--- src/rtl/i2c_byte_engine.sv ---
module i2c_byte_engine #(
  parameter int unsigned HALF_CYC = 5
) (
  input  logic       clk,
  input  logic       rst_n,
  input  logic       wr_stb,
  input  logic [7:0] wr_data,
  input  logic       rd_stb,
  input  logic       rx_go,
  input  logic       clr_wcol,
  input  logic       clr_ovf,
  input  logic       clr_irq,
  input  logic       sda_in,
  output logic       scl_lo,
  output logic       sda_lo,
  output logic [7:0] rd_data,
  output logic       buf_full,
  output logic       wcol,
  output logic       ovf,
  output logic       ack_stat,
  output logic       irq,
  output logic       rx_en
);
  localparam int unsigned CW = (HALF_CYC < 2) ? 1 : $clog2(HALF_CYC);
  localparam logic [CW-1:0] RELOAD = CW'(HALF_CYC - 1);

  typedef enum logic [1:0] {S_IDLE, S_TX, S_RX} st_t;

  st_t           st;
  logic [CW-1:0] cnt;
  logic          hi;
  logic [3:0]    bitn;
  logic [7:0]    dbuf, shreg;

  logic busy, tick, rise_now, fall_now, after_fall, after_rise, last, done;
  logic start_tx, start_rx;

  assign busy       = (st != S_IDLE);
  assign tick       = (cnt == '0);
  assign rise_now   = busy && tick && !hi;
  assign fall_now   = busy && tick && hi;
  assign after_fall = busy && !hi && (cnt == RELOAD);
  assign after_rise = busy && hi && (cnt == RELOAD);
  assign last       = (st == S_TX) ? (bitn == 4'd8) : (bitn == 4'd7);
  assign done       = fall_now && last;
  assign start_tx   = wr_stb && !busy;
  assign start_rx   = rx_go && !wr_stb && !busy;
  assign rd_data    = dbuf;

  always_ff @(posedge clk) begin
    if (!rst_n) begin
      st       <= S_IDLE;
      cnt      <= RELOAD;
      hi       <= 1'b0;
      bitn     <= '0;
      dbuf     <= '0;
      shreg    <= '0;
      scl_lo   <= 1'b0;
      sda_lo   <= 1'b0;
      buf_full <= 1'b0;
      wcol     <= 1'b0;
      ovf      <= 1'b0;
      ack_stat <= 1'b0;
      irq      <= 1'b0;
      rx_en    <= 1'b0;
    end else begin
      if (clr_wcol) wcol <= 1'b0;
      if (clr_ovf)  ovf  <= 1'b0;
      if (clr_irq)  irq  <= 1'b0;
      if (rd_stb && st != S_TX) buf_full <= 1'b0;

      if (busy) begin
        cnt <= tick ? RELOAD : cnt - 1'b1;
        if (tick) hi <= !hi;
      end

      if (rise_now) scl_lo <= 1'b0;

      if (after_fall && st == S_TX)
        sda_lo <= (bitn < 4'd8) ? ~dbuf[~bitn[2:0]] : 1'b0;

      if (after_rise) begin
        if (st == S_RX) shreg <= {shreg[6:0], sda_in};
        if (st == S_TX && bitn == 4'd8) ack_stat <= sda_in;
      end

      if (fall_now) begin
        scl_lo <= 1'b1;
        bitn   <= bitn + 1'b1;
        if (st == S_TX && bitn == 4'd7) buf_full <= 1'b0;
      end

      if (done) begin
        st  <= S_IDLE;
        irq <= 1'b1;
        if (st == S_RX) begin
          rx_en    <= 1'b0;
          dbuf     <= shreg;
          buf_full <= 1'b1;
          if (buf_full) ovf <= 1'b1;
        end
      end

      if (wr_stb && busy) wcol <= 1'b1;

      if (start_tx) begin
        st       <= S_TX;
        dbuf     <= wr_data;
        buf_full <= 1'b1;
      end
      if (start_rx) begin
        st     <= S_RX;
        rx_en  <= 1'b1;
        sda_lo <= 1'b0;
      end
      if (start_tx || start_rx) begin
        scl_lo <= 1'b1;
        hi     <= 1'b0;
        bitn   <= '0;
        cnt    <= RELOAD;
      end
    end
  end
endmodule

--- config.mk ---
export PLATFORM = sky130hd
export DESIGN_NAME = i2c_byte_engine
export DESIGN_NICKNAME = d
export VERILOG_FILES = /design/src/rtl/i2c_byte_engine.sv
export SDC_FILE = /design/constraint.sdc
export NUM_CORES = 1
export LEC_CHECK = 0
export BUFFER_PORTS_ARGS = -buffer_cell sky130_fd_sc_hd__buf_2
export CORE_AREA = 2 2 81 83
export DETAILED_ROUTE_END_ITERATION = 12
export DIE_AREA = 0 0 83 85
export HOLD_SLACK_MARGIN = 0.02
export SKIP_LAST_GASP = 1
export SLEW_MARGIN = 25
export SYNTH_ARGS = -nofsm -noshare
export SYNTH_HDL_FRONTEND = slang
export SYNTH_SLANG_ARGS = --single-unit
--- constraint.sdc ---
create_clock -name clk -period 1.9 [get_ports clk]
set_clock_uncertainty 0.15 [all_clocks]
set_input_delay 0.095 -clock clk [delete_from_list [all_inputs] [get_ports clk]]
set_output_delay 0.095 -clock clk [all_outputs]
set_load 0.1 [all_outputs]
==> metrics.md, run 1 <==
| Metric | Value |
|---|---|
| Register share of total power | 0.449 |
| TritonRoute pass-1 iters | 4 |
| Synth top area cells | dfxtp_1 (45%), mux2i_1 (7.3%), nor2_1 (5.5%), nand2_1 (5.2%), o21ai_0 (4.0%) |
| Multi-input gate area | around 780 um^2 |
| Post-synthesis xor/xnor area fraction | 0.0290 |
| Post-synth EDFFs | 0 |
| HPWL Detailed | between 2000 and 3000 um |
| Area share of the largest cell type after synthesis | 0.451 |
| First-pass GRT wire length | roughly 6300 um |
| GR Util All Layers | 0.110 |
| Async SR Flop Fraction | 0 |
| Mux cell area share after synthesis | 0.113 |
| Post-DR vias/cell | between 4 and 5 |
| Hold path start | rd_stb |
| Layout cells sized above 1 | 0.288 |
| Syn_area_per_cell | 8.94 um^2 |
| RSZ-0062 raised after global routing | false |
| Layout area overhead | 38.6% |
| Drt drc | 0 |
| Initial antenna violation count | 0 |
| Critical Path Start Type | register |
| Max FO, Critical Path | 2 |
| Worst r2r src | bitn[1] |
| Max IR drop VDD | 349 uV |
| Static leakage | roughly 0.9 nW |
| Crit Reg-Reg Endpoint | sda_lo |
| Clk slew on worst S/H paths | 0.07 ns |
| GPL Wtd Cong | roughly 0.83 |
| Yosys top cell by area | dfxtp_1 |
| Maxcap violations | 0 |
| # rows | 29 |
| Worst-Margin Slew | around 0.54 ns |
| Pre-CTS WS | 0.0808 ns |
| FF+latch area | 711 um^2 |
| Cell area after synthesis | approximately 1500 um^2 |
| Final ANT Viol Nets | 0 |
| Clock Power Share | 0.312 |
| Compound-gate portion of the synthesized area | 0.124 |
| Crit path DAT | roughly 1.9 ns |
| Pins over their slew limit | 0 |
| Die X | a little over 80 um |
| Num CTS Buffers | 5 |
| R2R depth | 4 |
| Largest net degree at the start of global routing | 18 |
| Slew HR | 0.638 |
| Post-CTS Setup Repair Bufs | 0 |
| CP top delay family | multiplexers |
| Setup TNS | 0 ns |
| Post-synth top cells | dfxtp_1 (34), nor2_1 (22), nand2_1 (21), o21ai_0 (12), mux2i_1 (11) |
| Register area share after synthesis | 0.451 |
| CTS sink count | 34 |
| Max Fclk | around 0.55 GHz |
| N_diodes | 0 |
| Ys flop type | dfxtp_1 |
| CTS tree | yes |
| Post-Synthesis Cells | around 170 |
| Crit-path cells | mux4_2 -> mux2_2 -> or3_1 -> a211oi_2 |
| Chip Height | roughly 85 um |
| CP peak stage delay | between 0.4 and 0.5 ns |
| Number of synthesized register bits | 34 |
| Critical path type | register to register |
| H-Tree Depth | 2 |
| Tcrit/Tclk final | 0.955 |
| Adder-cell share of the synthesized area | 0.0166 |
| Largest family of logic cells by synthesized area | simple AND/OR/NAND/NOR gates |
| Via count | 1398 |
| Vias in the first global route | between 1000 and 1500 |
| CP max-delay cell | mux4_2 |
| Reg2Reg Setup Slack | approximately 0.085 ns |
| GRT overflow | 0 |
| Final setup violation count | 0 |
| Clk_lat worst skew | about 0.28 ns |
| Sw Pwr | 0.573 mW |
| Minimum clock period | approximately 1.8 ns |
| Initial detailed-routing violation count | 53 |
| Root buffer cell | clkbuf_8 |
| Worst hold path class | input pin to register |
| Hold Path Stages | 4 |
| IO Port Bufs | 32 |
| Final WS setup | between 0.08 and 0.09 ns |
| Switching share of power | 0.330 |
| Initial core utilization | 0.243 |
| Hold EP | buf_full |
| Count leader, synth | dfxtp_1 |
| Logic gate share of total power | 0.239 |
| Post-synthesis simple-gate area fraction | 0.237 |
| Worst EP required | around 2.0 ns |
| Synthesized net count | 188 |
| # IOs | 33 |
| WL per Instance | 12.1 um |
| Outcome | finished clean |
| CP bufs+invs | 0 |
| Final nets | roughly 250 |
| Synth unique cells | 36 |
| Cell Pwr Density | between 800 and 900 nW/um^2 |
| Hold Vio Cnt, Final | 0 |
| Critical Path Sink Type | register |
| # fillers | between 600 and 700 |
| Core ar. | 6200 um^2 |
| Die Footprint | a little over 7000 um^2 |
| Synth warn | 0 |
| Final wirelength | approximately 3700 um |
| Clock buffer depth | 2 |
| Internal Power | 1.16 mW |
[layout by cell type (no fill, tap or decap), drive strengths merged, types with 3 or more instances in the layout]
cell type,Yosys,routed
nor2b,4,4
inv,3,3
o21ai,13,13
dlygate4sd3,0,16
buf,1,43
nand2,21,21
clkbuf,6,8
a31oi,9,9
a21oi,6,6
nor2,22,22
dfxtp,34,34
xnor2,4,4
mux2i,11,11
nor3,5,5
nand3,3,3
[worst max path at each step]
| stage | cells after the start | end | start | slack [ns] |
|---|---|---|---|---|
| after floorplan | 4 | sda_lo | rd_data[1] | 0.03 |
| after global routing | 6 | buf_full | bitn[1] | 0.003 |
| after global placement | 4 | sda_lo | bitn[1] | 0.11 |
| final | 4 | sda_lo | bitn[1] | 0.09 |
| after detailed placement | 4 | sda_lo | bitn[1] | 0.08 |
| after CTS | 5 | rd_data[3] | bitn[2] | 0.05 |
[worst min-delay path, cell delays in order]
cell and delay [ns]:
buf_2 0.10, nand2_1 0.04, o311ai_0 0.09, a31oi_1 0.09
[flip-flops by register name, summed over array words and instances, names as in the netlist, 2 cells and up]
signal   count
bitn         4
cnt          3
rd_data      8
shreg        8
st           2
[timing repair]
action,CTS,global route
endpoints found under the hold margin,16,0
endpoints found under the setup margin,0,8
hold buffers,16,0
gates resized for setup,0,1
[through the flow]
step	instance area (um^2)	cells	utilization	hold slack [ns]	power [mW]
CTS	2090	306	0.337	0.0314	1.76
global route	2090	306	0.337	0.0631	1.82
global placement	1840	282	0.297	0.199	1.18
finish	2090	306	0.337	0.0458	1.74
floorplan	1540	169	-	0.0842	1.09
detailed placement	1840	282	0.297	0.209	1.18
[power by group through the flow]
stage,Sequential [mW],Combinational (mW),Clock [mW]
5_1_grt,0.786,0.443,0.592
3_5_place_dp,0.796,0.389,0
6_report,0.779,0.415,0.542
4_1_cts,0.780,0.416,0.561
3_3_place_gp,0.795,0.386,0
2_1_floorplan,0.983,0.110,0
[cell families after synthesis]
group                      Yosys count
buffers and inverters               10
adders and majority gates            2
muxes                               14
AOI/OAI and AO/OA                   32
and+or+nand+nor                     72
DFF                                 34
xor gates and xnor gates             5
[routing by layer]
layer / up-vias / routed length [um] / track usage
met5: - / 0 / 0
met4: 0 / 60 / 0.0358
met3: 7 / 130 / 0.0263
met2: 29 / 1810 / 0.197
met1: 651 / 1720 / 0.131
li1: 711 / - / -
[final cells by class]
cell class              count  area share
flip-flops and latches     34       0.340
clock buffers               8      0.0430
inverters                   3     0.00538
well taps                  77      0.0460
repair buffers             59       0.192
multi-input cells         125       0.374
Power figures use the tool's default switching activity.
==> run 2: changes to the inputs <==
--- a/config.mk
+++ b/config.mk
@@ -5,11 +5,12 @@
 export SDC_FILE = /design/constraint.sdc
 export NUM_CORES = 1
 export LEC_CHECK = 0
+export ABC_CLOCK_PERIOD_IN_PS = 1900
 export BUFFER_PORTS_ARGS = -buffer_cell sky130_fd_sc_hd__buf_2
 export CORE_AREA = 2 2 81 83
 export DETAILED_ROUTE_END_ITERATION = 12
 export DIE_AREA = 0 0 83 85
-export HOLD_SLACK_MARGIN = 0.02
+export HOLD_SLACK_MARGIN = 0.06
 export SKIP_LAST_GASP = 1
 export SLEW_MARGIN = 25
 export SYNTH_ARGS = -nofsm -noshare
==> metrics.md, run 2 (synthesized netlist as in run 1, its figures left out) <==
| Metric | Value |
|---|---|
| Register share of total power | 0.447 |
| Post-DP Area | around 1800 um^2 |
| Initial core utilization | 0.243 |
| Switching share of power | 0.329 |
| Sw Pwr | approximately 0.57 mW |
| Layout cells sized above 1 | 0.290 |
| Static leakage | 0.885 nW |
| Clock buffer depth | 2 |
| First-pass GRT wire length | 6320 um |
| Minimum clock period | about 1.8 ns |
| Setup TNS | 0 ns |
| R2R depth | 4 |
| Largest net degree at the start of global routing | 18 |
| Hold EP | sda_lo |
| Post-CTS Setup Repair Bufs | 0 |
| # IOs | 33 |
| GR Util All Layers | 0.111 |
| Leading cell type in the layout, fill and taps excluded | buf_2 |
| Logic gate share of total power | 0.242 |
| Critical Path Start Type | register |
| Max FO, Critical Path | 2 |
| Die X | ~83 um |
| Layout area overhead | 40.1% |
| Util after Layout | 0.341 |
| Hold Path Stages | 2 |
| Critical path type | register to register |
| Worst hold path class | register to register |
| Crit path DAT | 1.88 ns |
| Clk_lat worst skew | between 0.2 and 0.3 ns |
| Worst-Margin Slew | approximately 0.56 ns |
| Post-DR vias/cell | roughly 4.5 |
| Vias in the first global route | 1349 |
| Hold path start | sda_lo |
| Final wirelength | roughly 3700 um |
| IO Port Bufs | 32 |
| Overall power | roughly 1.7 mW |
| Internal Power | around 1.2 mW |
| Initial detailed-routing violation count | between 40 and 50 |
| Final setup violation count | 0 |
| RSZ-0062 raised after global routing | false |
| Die Footprint | a little over 7000 um^2 |
| Drt drc | 0 |
| Maxcap violations | 0 |
| Critical Path Sink Type | register |
| CTS tree | yes |
| Max Fclk | 0.550 GHz |
| Clock Power Share | 0.311 |
| Most frequent cells in the layout | buf_2 (32), dfxtp_1 (26), nor2_1 (21), nand2_1 (21), dlygate4sd3_1 (18) |
| WL per Instance | between 10 and 15 um |
| Worst EP required | 1.96 ns |
| H-Tree Depth | 2 |
| Max IR drop VDD | between 300 and 400 uV |
| Cell Pwr Density | around 820 nW/um^2 |
| N_diodes | 0 |
| Slew HR | 0.629 |
| Final nets | ~250 |
| Core ar. | ~6200 um^2 |
| Chip Height | ~85 um |
| # fillers | approximately 630 |
| Tcrit/Tclk final | 0.956 |
| # rows | 29 |
| Via count | 1401 |
| Root buffer cell | clkbuf_8 |
| HPWL Detailed | roughly 2700 um |
| Pins over their slew limit | 0 |
| Initial antenna violation count | 0 |
| Fin area | ~2100 um^2 |
| Hold Vio Cnt, Final | 0 |
| Worst r2r src | bitn[1] |
| Num CTS Buffers | 5 |
| Crit Reg-Reg Endpoint | sda_lo |
| TritonRoute pass-1 iters | 4 |
| CTS sink count | 34 |
| Reg2Reg Setup Slack | roughly 0.083 ns |
| GPL Wtd Cong | between 0.8 and 0.9 |
| Clk slew on worst S/H paths | ~0.070 ns |
| Final ANT Viol Nets | 0 |
| Outcome | finished clean |
| GRT overflow | 0 |
==> run 2: changes by cell type in the layout (fill, tap and decap cells not counted), sizes merged <==
cell and change:
dlygate4sd3 +2
==> run 2: power by group through the flow <==
stage	registers (mW)	clock network (mW)	logic [mW]
6_report	0.780	0.542	0.422
3_3_place_gp	0.795	0	0.386
5_1_grt	0.786	0.592	0.449
2_1_floorplan	0.983	0	0.110
4_1_cts	0.780	0.561	0.422
3_5_place_dp	0.796	0	0.389
==> run 2: worst max-delay path: stages, from the launching register on <==
cell,delay [ns]
dfxtp_1,0.35
mux4_2,0.49
mux2_2,0.26
or3_1,0.32
a211oi_2,0.17
==> run 2: through the flow <==
step,hold slack [ns],std cells,worst slack [ns]
final,0.325,308,0.0834
after global placement,0.199,282,0.112
after floorplan,0.0842,169,0.0313
after CTS,0.330,308,0.0540
after detailed placement,0.209,282,0.0808
after global routing,0.337,308,0.00265
==> run 2: how the worst max path moves through the flow <==
stage	slack (ns)	startpoint	cells past startpoint	to
2_1_floorplan	0.03	rd_data[1]	4	sda_lo
3_3_place_gp	0.11	bitn[1]	4	sda_lo
3_5_place_dp	0.08	bitn[1]	4	sda_lo
4_1_cts	0.05	bitn[2]	5	rd_data[3]
5_1_grt	0.003	bitn[1]	6	buf_full
6_report	0.08	bitn[1]	4	sda_lo
==> run 2: cell type report <==
type	count	area, um^2	area share
clock buffers	8	90.1	0.0426
repair buffers	61	423	0.200
inverters	3	11.3	0.00532
multi-input cells	125	785	0.371
flip-flops and latches	34	711	0.336
well taps	77	96.3	0.0455
==> run 2: repair_timing <==
action / CTS / global route
hold buffers: 18 / 0
endpoints found under the hold margin: 17 / 0
endpoints found under the setup margin: 0 / 9
resized for setup: 0 / 2
==> run 2: per-layer routing <==
layer  global-route usage  share of wire  vias up
met4               0.0358          0.016        0
li1                     -              -      716
met2                0.198           0.49       35
met1                0.131           0.45      643
met3               0.0272          0.042        7
met5                    0              0        -
==> run 3: changes to the inputs <==
--- a/config.mk
+++ b/config.mk
@@ -8,6 +8,7 @@
 export ABC_CLOCK_PERIOD_IN_PS = 1900
 export BUFFER_PORTS_ARGS = -buffer_cell sky130_fd_sc_hd__buf_2
 export CORE_AREA = 2 2 81 83
+export CTS_BUF_LIST = sky130_fd_sc_hd__clkbuf_8
 export DETAILED_ROUTE_END_ITERATION = 12
 export DIE_AREA = 0 0 83 85
 export HOLD_SLACK_MARGIN = 0.06
==> metrics.md, run 3 (synthesized netlist as in run 1, its figures left out) <==
| Metric | Value |
|---|---|
| Layout area overhead | 40.1% |
| Internal Power | 1.16 mW |
| Hold Vio Cnt, Final | 0 |
| Final setup violation count | 0 |
| Initial antenna violation count | 0 |
| GR Util All Layers | 0.111 |
| H-Tree Depth | 2 |
| Worst hold path class | register to register |
| Crit-path cells | mux4_2 -> mux2_2 -> or3_1 -> a211oi_2 |
| N_diodes | 0 |
| Core ar. | 6200 um^2 |
| Chip Height | around 85 um |
| # fillers | between 600 and 700 |
| Minimum clock period | ~1.8 ns |
| TritonRoute pass-1 iters | 4 |
| GPL Wtd Cong | between 0.8 and 0.9 |
| Post-DR vias/cell | 4.53 |
| Static leakage | 0.893 nW |
| Logic gate share of total power | 0.243 |
| RSZ-0062 raised after global routing | false |
| CTS sink count | 34 |
| Max IR drop VDD | about 350 uV |
| Root buffer cell | clkbuf_8 |
| Sw Pwr | between 0.5 and 0.6 mW |
| Multi-input gate area | 785 um^2 |
| Vias in the first global route | between 1000 and 1500 |
| Die X | ~83 um |
| Crit path DAT | around 1.9 ns |
| Slew HR | 0.629 |
| Tcrit/Tclk final | 0.955 |
| # IOs | 33 |
| Leading cell type in the layout, fill and taps excluded | buf_2 |
| Layout cells sized above 1 | 0.290 |
| Num CTS Buffers | 5 |
| CP max-delay cell | mux4_2 |
| Final nets | roughly 250 |
| Maxcap violations | 0 |
| Final wirelength | about 3700 um |
| WL per Instance | around 12 um |
| CP startpoint | bitn[2] |
| Pins over their slew limit | 0 |
| IO Port Bufs | 32 |
| Critical Path Start Type | register |
| Setup TNS | 0 ns |
| Via count | roughly 1400 |
| Max Fclk | around 0.55 GHz |
| Initial core utilization | 0.243 |
| # rows | 29 |
| First-pass GRT wire length | between 6000 and 7000 um |
| Clock buffer depth | 2 |
| Die Footprint | 7060 um^2 |
| Switching share of power | 0.332 |
| CP bufs+invs | 0 |
| CTS tree | yes |
| CP peak stage delay | ~0.49 ns |
| Clock Power Share | 0.307 |
| Largest net degree at the start of global routing | 18 |
| Clk_lat worst skew | 0.29 ns |
| Worst r2r src | bitn[2] |
| Hold path start | sda_lo |
| FF+latch area | between 700 and 800 um^2 |
| Critical Path Sink Type | register |
| Cell Pwr Density | 820 nW/um^2 |
| Initial detailed-routing violation count | 46 |
| Max FO, Critical Path | 2 |
| Util after Layout | 0.341 |
| HPWL Detailed | approximately 2700 um |
| Final ANT Viol Nets | 0 |
| Most frequent cells in the layout | buf_2 (32), dfxtp_1 (26), nor2_1 (21), nand2_1 (21), dlygate4sd3_1 (18) |
| Worst-Margin Slew | ~0.56 ns |
| Register share of total power | 0.449 |
| Worst EP required | slightly below 2 ns |
| CP top delay family | multiplexers |
| GRT overflow | 0 |
| Clk slew on worst S/H paths | roughly 0.07 ns |
| Outcome | finished clean |
| Critical path type | register to register |
| Drt drc | 0 |
==> run 3: path summary, 6_finish.rpt <==
check                end  slack, ns  cells after the start
hold / removal    sda_lo       0.33                      2
setup / recovery  sda_lo       0.08                      4
hold reg to reg   sda_lo       0.33                      2
setup reg to reg  sda_lo       0.08                      4
==> run 3: metrics by stage <==
stage                     setup WS (ns)  cell area, um^2  std cells  hold WS [ns]  total power [mW]
after floorplan                  0.0313             1540        169        0.0842              1.09
after global placement            0.112             1840        282         0.199              1.18
after detailed placement         0.0808             1840        282         0.209              1.18
after CTS                        0.0539             2110        308         0.330              1.75
after global routing            0.00265             2120        308         0.337              1.82
final                            0.0847             2120        308         0.325              1.74
==> run 3: timing repair <==
item,in CTS,in global routing
gates resized for setup,0,2
buffers inserted,0,0
hold endpoints to repair,17,0
setup endpoints to repair,0,9
hold buffers,18,0
==> run 3: power groups by stage <==
stage	logic [mW]	registers, mW	clock network [mW]
global placement	0.386	0.795	0
floorplan	0.110	0.983	0
CTS	0.422	0.780	0.551
global route	0.449	0.786	0.583
finish	0.422	0.780	0.533
detailed placement	0.389	0.796	0
==> run 3: cell type report <==
class,count,share of cell area
inverter,3,0.00532
sequential,34,0.336
tap,77,0.0455
clock inverter,2,0.00355
clock buffer,6,0.0390
multi-input combinational,125,0.371
timing repair buffer,61,0.200
==> run 3: per-layer routing <==
metal  vias up  wire length (um)  global-route usage
li1        715                 -                   -
met1       645              1710               0.131
met2        29              1840               0.198
met3         7               135              0.0272
met4         0                60              0.0358
met5         -                 0                   0
==> run 3: worst reg2reg max path, cell delays in order (launching register included) <==
cell	delay [ns]
dfxtp_1	0.35
mux4_2	0.49
mux2_2	0.27
or3_1	0.32
a211oi_2	0.17
